--- src/rtl/tdma_pkg.sv ---
package tdma_pkg;
  localparam int LEN_W  = 8;
  localparam int NODE_W = 4;

  typedef struct packed {
    logic [LEN_W-1:0]  len;
    logic [NODE_W-1:0] owner;
  } slot_ent_t;
endpackage

--- src/rtl/tdma_mtick_gen.sv ---
module tdma_mtick_gen #(
  parameter int PERIOD = 20,
  parameter int CORR_W = 5
) (
  input  logic                     clk,
  input  logic                     rst,
  input  logic                     en,
  input  logic                     corr_req,
  input  logic signed [CORR_W-1:0] corr_val,
  output logic                     wrap,
  output logic                     mtick
);
  localparam int MAXLEN = PERIOD + (1 << (CORR_W - 1));
  localparam int CNT_W  = $clog2(MAXLEN + 1);

  logic [CNT_W-1:0]         cnt;
  logic [CNT_W-1:0]         cur_len;
  logic signed [CORR_W-1:0] pend;
  logic signed [CORR_W-1:0] take;
  logic signed [CNT_W+1:0]  nxt_len;

  always_comb begin
    take    = corr_req ? corr_val : pend;
    nxt_len = (CNT_W+2)'(PERIOD) + (CNT_W+2)'(take);
    wrap    = en && (cnt == cur_len - 1'b1);
  end

  always_ff @(posedge clk) begin
    if (rst) begin
      cnt     <= '0;
      cur_len <= CNT_W'(PERIOD);
      pend    <= '0;
      mtick   <= 1'b0;
    end else begin
      mtick <= wrap;
      if (wrap) begin
        cnt     <= '0;
        cur_len <= nxt_len[CNT_W-1:0];
        pend    <= '0;
      end else begin
        if (en)       cnt  <= cnt + 1'b1;
        if (corr_req) pend <= corr_val;
      end
    end
  end

  assert_mtick_single_R1: assert property (@(posedge clk) disable iff (rst)
    mtick |=> !mtick);

  assert_len_floor_R2: assert property (@(posedge clk) disable iff (rst)
    cur_len >= CNT_W'(2));
endmodule

--- src/rtl/tdma_gtime.sv ---
module tdma_gtime #(
  parameter int GT_W = 16
) (
  input  logic            clk,
  input  logic            rst,
  input  logic            wrap,
  output logic [GT_W-1:0] gtime,
  output logic            ovf
);
  always_ff @(posedge clk) begin
    if (rst) begin
      gtime <= '0;
      ovf   <= 1'b0;
    end else begin
      ovf <= wrap && (gtime == '1);
      if (wrap) gtime <= gtime + 1'b1;
    end
  end

  assert_gt_step_R3: assert property (@(posedge clk) disable iff (rst)
    wrap |=> gtime == $past(gtime) + GT_W'(1));

  assert_ovf_zero_R4: assert property (@(posedge clk) disable iff (rst)
    ovf |-> gtime == '0);
endmodule

--- src/rtl/tdma_slot_table.sv ---
module tdma_slot_table
  import tdma_pkg::*;
#(
  parameter int DEPTH = 8,
  localparam int AW   = (DEPTH > 1) ? $clog2(DEPTH) : 1
) (
  input  logic          clk,
  input  logic          rst,
  input  logic          en,
  input  logic          cfg_we,
  input  logic [AW-1:0] cfg_addr,
  input  slot_ent_t     cfg_ent,
  input  logic [AW-1:0] rd_a,
  input  logic [AW-1:0] rd_b,
  output slot_ent_t     ent_a,
  output slot_ent_t     ent_b
);
  slot_ent_t mem [DEPTH];

  always_ff @(posedge clk) begin
    if (cfg_we && !en && int'(cfg_addr) < DEPTH) mem[cfg_addr] <= cfg_ent;
  end

  assign ent_a = mem[rd_a];
  assign ent_b = mem[rd_b];

  assert_len_nonzero_R8: assert property (@(posedge clk) disable iff (rst)
    cfg_we |-> cfg_ent.len != '0);
endmodule

--- src/rtl/tdma_slot_seq.sv ---
module tdma_slot_seq
  import tdma_pkg::*;
#(
  parameter int SLOTS  = 4,
  parameter int ROUNDS = 2,
  localparam int SW    = (SLOTS > 1) ? $clog2(SLOTS) : 1,
  localparam int RW    = (ROUNDS > 1) ? $clog2(ROUNDS) : 1,
  localparam int DEPTH = SLOTS * ROUNDS,
  localparam int AW    = (DEPTH > 1) ? $clog2(DEPTH) : 1
) (
  input  logic              clk,
  input  logic              rst,
  input  logic              wrap,
  input  logic [NODE_W-1:0] node_id,
  input  slot_ent_t         cur_ent,
  input  slot_ent_t         nxt_ent,
  output logic [AW-1:0]     addr_cur,
  output logic [AW-1:0]     addr_nxt,
  output logic              slot_start,
  output logic              tx_win,
  output logic [SW-1:0]     slot_idx,
  output logic [RW-1:0]     round_idx
);
  logic             started;
  logic [SW-1:0]    slot_q, slot_n;
  logic [RW-1:0]    rnd_q, rnd_n;
  logic [LEN_W-1:0] mcnt;
  logic             boundary;

  always_comb begin
    if (!started) begin
      slot_n = '0;
      rnd_n  = '0;
    end else if (slot_q == SW'(SLOTS - 1)) begin
      slot_n = '0;
      rnd_n  = (rnd_q == RW'(ROUNDS - 1)) ? '0 : rnd_q + 1'b1;
    end else begin
      slot_n = slot_q + 1'b1;
      rnd_n  = rnd_q;
    end
    addr_cur = AW'(int'(rnd_q) * SLOTS + int'(slot_q));
    addr_nxt = AW'(int'(rnd_n) * SLOTS + int'(slot_n));
    boundary = wrap && (!started || mcnt == cur_ent.len - 1'b1);
  end

  always_ff @(posedge clk) begin
    if (rst) begin
      started    <= 1'b0;
      slot_q     <= '0;
      rnd_q      <= '0;
      mcnt       <= '0;
      slot_start <= 1'b0;
      tx_win     <= 1'b0;
    end else begin
      slot_start <= boundary;
      if (boundary) begin
        started <= 1'b1;
        slot_q  <= slot_n;
        rnd_q   <= rnd_n;
        mcnt    <= '0;
        tx_win  <= (nxt_ent.owner == node_id);
      end else if (wrap) begin
        mcnt <= mcnt + 1'b1;
      end
    end
  end

  assign slot_idx  = slot_q;
  assign round_idx = rnd_q;

  assert_start_on_tick_R5: assert property (@(posedge clk) disable iff (rst)
    slot_start |-> $past(wrap));

  assert_tx_hold_R7: assert property (@(posedge clk) disable iff (rst)
    !slot_start |-> $stable(tx_win));

  assert_idx_range_R6: assert property (@(posedge clk) disable iff (rst)
    (int'(slot_q) < SLOTS) && (int'(rnd_q) < ROUNDS));
endmodule

--- src/rtl/tdma_timebase.sv ---
module tdma_timebase
  import tdma_pkg::*;
#(
  parameter int MT_PERIOD = 20,
  parameter int CORR_W    = 5,
  parameter int GT_W      = 16,
  parameter int SLOTS     = 4,
  parameter int ROUNDS    = 2,
  localparam int SW       = (SLOTS > 1) ? $clog2(SLOTS) : 1,
  localparam int RW       = (ROUNDS > 1) ? $clog2(ROUNDS) : 1,
  localparam int DEPTH    = SLOTS * ROUNDS,
  localparam int AW       = (DEPTH > 1) ? $clog2(DEPTH) : 1
) (
  input  logic                     clk,
  input  logic                     rst,
  input  logic                     en,
  input  logic [NODE_W-1:0]        node_id,
  input  logic                     corr_req,
  input  logic signed [CORR_W-1:0] corr_val,
  input  logic                     cfg_we,
  input  logic [AW-1:0]            cfg_addr,
  input  logic [LEN_W-1:0]         cfg_len,
  input  logic [NODE_W-1:0]        cfg_owner,
  output logic                     mtick,
  output logic [GT_W-1:0]          gtime,
  output logic                     gt_ovf,
  output logic                     slot_start,
  output logic                     tx_window,
  output logic [SW-1:0]            slot_idx,
  output logic [RW-1:0]            round_idx
);
  logic          wrap;
  logic [AW-1:0] addr_cur, addr_nxt;
  slot_ent_t     cur_ent, nxt_ent, wr_ent;

  assign wr_ent = '{len: cfg_len, owner: cfg_owner};

  tdma_mtick_gen #(.PERIOD(MT_PERIOD), .CORR_W(CORR_W)) u_mtick (
    .clk(clk), .rst(rst), .en(en), .corr_req(corr_req), .corr_val(corr_val),
    .wrap(wrap), .mtick(mtick)
  );

  tdma_gtime #(.GT_W(GT_W)) u_gtime (
    .clk(clk), .rst(rst), .wrap(wrap), .gtime(gtime), .ovf(gt_ovf)
  );

  tdma_slot_table #(.DEPTH(DEPTH)) u_table (
    .clk(clk), .rst(rst), .en(en), .cfg_we(cfg_we), .cfg_addr(cfg_addr),
    .cfg_ent(wr_ent), .rd_a(addr_cur), .rd_b(addr_nxt),
    .ent_a(cur_ent), .ent_b(nxt_ent)
  );

  tdma_slot_seq #(.SLOTS(SLOTS), .ROUNDS(ROUNDS)) u_seq (
    .clk(clk), .rst(rst), .wrap(wrap), .node_id(node_id),
    .cur_ent(cur_ent), .nxt_ent(nxt_ent), .addr_cur(addr_cur),
    .addr_nxt(addr_nxt), .slot_start(slot_start), .tx_win(tx_window),
    .slot_idx(slot_idx), .round_idx(round_idx)
  );

  assert_hold_R9: assert property (@(posedge clk) disable iff (rst)
    !en |=> $stable(gtime) && !mtick && !slot_start);

  assert_start_with_tick_R5: assert property (@(posedge clk) disable iff (rst)
    slot_start |-> mtick);
endmodule

--- config.mk ---
export PLATFORM = sky130hd
export DESIGN_NAME = tdma_timebase
export DESIGN_NICKNAME = d
export VERILOG_FILES = /design/src/rtl/tdma_pkg.sv /design/src/rtl/tdma_mtick_gen.sv /design/src/rtl/tdma_gtime.sv /design/src/rtl/tdma_slot_table.sv /design/src/rtl/tdma_slot_seq.sv /design/src/rtl/tdma_timebase.sv
export SDC_FILE = /design/constraint.sdc
export NUM_CORES = 1
export LEC_CHECK = 0
export BUFFER_PORTS_ARGS = -buffer_cell sky130_fd_sc_hd__buf_2
export CELL_PAD_IN_SITES_DETAIL_PLACEMENT = 0
export CELL_PAD_IN_SITES_GLOBAL_PLACEMENT = 1
export CORE_MARGIN = 2
export CORE_UTILIZATION = 37
export CTS_CLUSTER_DIAMETER = 100
export DETAILED_ROUTE_END_ITERATION = 16
export PLACE_DENSITY = 0.73
export SLEW_MARGIN = 10
export SYNTH_ARGS = -nofsm -noshare
export SYNTH_HDL_FRONTEND = slang
export SYNTH_SLANG_ARGS = --single-unit
--- constraint.sdc ---
create_clock -name clk -period 5.5 [get_ports clk]
set_clock_uncertainty 0.1 [all_clocks]
set_input_delay 0.55 -clock clk [delete_from_list [all_inputs] [get_ports clk]]
set_output_delay 0.55 -clock clk [all_outputs]
set_load 0.01 [all_outputs]
==> impl_metrics.py <==
metrics = {
    "outcome": {
        "status": "completed",
    },
    "floorplanning": {
        "die_h_um": 135.8,
        "num_rows": 48,
        "die_w_um": 135.8,
        "dieArea_um2": 18450,
        "initial_utilization_pct": 37.57,
        "core_um2": 17120,
        "boundaryPins": 52,
    },
    "drt": {
        "vias": 4061,
        "wl_per_cell_um": 16.77,
        "ant_nets": 0,
        "dr.pass1.iters": 4,
        "routed_wl_mm": 12.96,
        "first_iter_violations": 207,
        "route.detailed.drc": 0,
        "drt-vias-per-instance": 5.254,
    },
    "clocking": {
        "clk_pin_slew_ns": 0.06,
        "clock_path_buffers": 2,
        "postCtsSetupRepairBufs": 0,
        "cts-root-buf": "clkbuf_16",
        "clkSinkCount": 145,
        "cts_tree": "done",
        "cts_buffers": 17,
        "cts_max_level": 4,
        "clk_latency_ns": 0.42,
        "postCtsHoldBufs": 0,
        "cts_resized": 0,
    },
    "sta": {
        "worst-slew-pin-transition_ns": 0.9219,
        "fin_setup_tns_ns": 0,
        "fin_crit_ns": 3.479,
        "rsz0062_at_grt": "no",
        "hold_viol_final": 0,
        "finalMaxSlewViolations": 0,
        "finalCritPeriodShare_pct": 63.25,
        "setup_viol": 0,
        "max_slew_margin_pct": 38.46,
        "timing.fmax_mhz": 287.5,
    },
    "grt": {
        "antenna_found_initial": 0,
        "grt_max_degree": 35,
        "grt_pass1_vias": 4039,
        "globalRouteOverflowTotal": 0,
        "busiest_layer": "met2",
        "grt_usage_pct": 14.88,
        "grt_pass1_wl_mm": 20.62,
        "use_met1_pct": 18.60,
        "grt.met3_usage_pct": 3.840,
        "met2_usage_pct": 25.20,
    },
    "job": {
        "maxCapViolCount": 0,
    },
    "synth": {
        "synthesis.nets": 512,
        "yosys_most_used_dff": "edfxtp_1",
        "syn_inst": 476,
        "synthArstFlopShare_pct": 0,
        "syn-cell-area_um2": 6431,
        "synth-seq-cells": 145,
        "ys_warn_count": 0,
        "avgSynthCellArea_um2": 13.51,
        "synth_cell_type_count": 61,
        "synth_edf_count": 96,
        "synth.yosys.seq_area_share_pct": 60.08,
    },
    "critical_path": {
        "worstSetupPathType": "flip-flop to flip-flop",
        "worstSetupEndpointType": "flip-flop",
        "arrival_ns": 3.71,
        "cp-start-kind": "flip-flop",
        "required_ns": 5.73,
        "worstPathMaxFanout": 21,
    },
    "power_and_ir_drop": {
        "leakagePower_nw": 2.733,
        "ir_drop_uv": 250.1,
        "pwr_density_cell_nw_per_um2": 315.8,
    },
    "layout": {
        "nNetsFinal": 572,
        "layout_common_cells": "96 x edfxtp_1, 51 x buf_2, 49 x dfxtp_1",
        "seq_area_um2": 3864,
        "drive_above_1_share_pct": 23.18,
        "antennaDiodeCount": 0,
        "final_cells": 773,
        "nFillCells": 1546,
        "multi_input_area_um2": 2431,
        "synthToLayoutAreaGrowth_pct": 16.95,
        "final_common_cell": "edfxtp_1",
    },
    "placed_design": {
        "dp_cells": 742,
        "dpl.hpwl_mm": 8.559,
        "port_buffers": 51,
        "place_congestion": 0.7284,
    },
    "hold_path": {
        "hold_path_class": "primary input to flip-flop",
    },
}
[path summary, 6_finish.rpt]
path | startpoint | to | slack, ns | cells past startpoint
setup / recovery | u_seq.round_idx | u_seq.slot_idx[0] | 2.02 | 10
hold / removal | cfg_owner[3] | u_table.mem[5][3] | 0.28 | 1
setup reg to reg | u_seq.round_idx | u_seq.slot_idx[0] | 2.02 | 10
hold reg to reg | u_gtime.gtime[15] | u_gtime.ovf | 0.39 | 2
[cell families after synthesis]
family                     share of synthesized area (%)
xor gates and xnor gates                           5.448
and+or+nand+nor                                    12.86
buffers and inverters                              2.626
AOI/OAI and AO/OA                                  5.545
adders and majority gates                          1.362
muxes                                              12.08
DFF                                                60.08
[worst max-delay path, stage by stage (launching register included)]
cell      delay, ns
dfxtp_1        0.92
mux4_1         0.41
mux2_2         0.30
inv_1          0.09
ha_1           0.22
nand2_1        0.07
or3b_1         0.37
nand4_1        0.12
o221ai_1       0.13
or4_1          0.48
a31oi_1        0.19
[registers in the layout, summed over array words and instances (netlist names), 2 cells and up]
| signal | cells |
|---|---|
| u_table.mem | 96 |
| u_gtime.gtime | 16 |
| u_seq.mcnt | 8 |
| u_mtick.cnt | 6 |
| u_mtick.cur_len | 6 |
| u_mtick.pend | 5 |
| u_seq.slot_idx | 2 |
[layer usage]
metal,routed length (µm),vias up
met5,0,-
met4,148,0
met3,482,13
met2,6386,81
met1,5944,2022
li1,-,1945
[Yosys cell counts (all sizes together), types with 3 or more instances]
| master | instances | area (µm²) |
|---|---|---|
| edfxtp | 96 | 2883 |
| a41o | 3 | 41.29 |
| xnor2 | 21 | 183.9 |
| clkbuf | 14 | 70.06 |
| nand4 | 14 | 87.58 |
| mux2 | 4 | 45.04 |
| inv | 10 | 37.54 |
| or3 | 7 | 48.80 |
| nand2 | 33 | 123.9 |
| and2 | 3 | 18.77 |
| buf | 5 | 56.30 |
| nand3 | 11 | 55.05 |
| and3 | 8 | 50.05 |
| nor2 | 39 | 146.4 |
| and4 | 4 | 38.79 |
| o21ai | 5 | 25.02 |
| mux4 | 17 | 416.7 |
| dfxtp | 49 | 980.9 |
| a31oi | 5 | 31.28 |
| a21oi | 11 | 55.05 |
| a211oi | 6 | 50.05 |
| nor3 | 19 | 125.1 |
| o211ai | 3 | 22.52 |
| nor4 | 6 | 37.54 |
| xor2 | 19 | 166.4 |
| ha | 7 | 87.58 |
| nor3b | 3 | 27.52 |
| mux2i | 29 | 315.3 |
| or4 | 3 | 22.52 |
[where the power goes]
| group | internal [mW] | switching [mW] |
|---|---|---|
| logic | 0.0247 | 0.0434 |
| clock network | 0.672 | 0.451 |
| registers | 1.18 | 0.00547 |
| total | 1.88 | 0.500 |
[through the flow]
step	cell area (µm²)	power (mW)	utilization, %	setup slack, ns	hold slack, ns
after global placement	6942	1.273	40.56	2.178	0.3668
after global routing	7521	2.460	43.94	1.799	0.2915
final	7521	2.375	43.94	2.021	0.2828
after floorplan	6431	1.242	-	2.466	0.3557
after CTS	7521	2.405	43.94	2.019	0.2724
after detailed placement	6942	1.276	40.56	2.021	0.3752
[layout make-up]
cell class              instances  share of cell area [%]
flip-flops and latches        145                   51.37
multi-input cells             301                   32.32
clock buffers                  17                   5.656
well taps                     225                   3.743
clock inverters                14                   2.046
inverters                      11                  0.5656
repair buffers                 60                   4.292
Note: power is estimated with default switching activity, not from simulation.
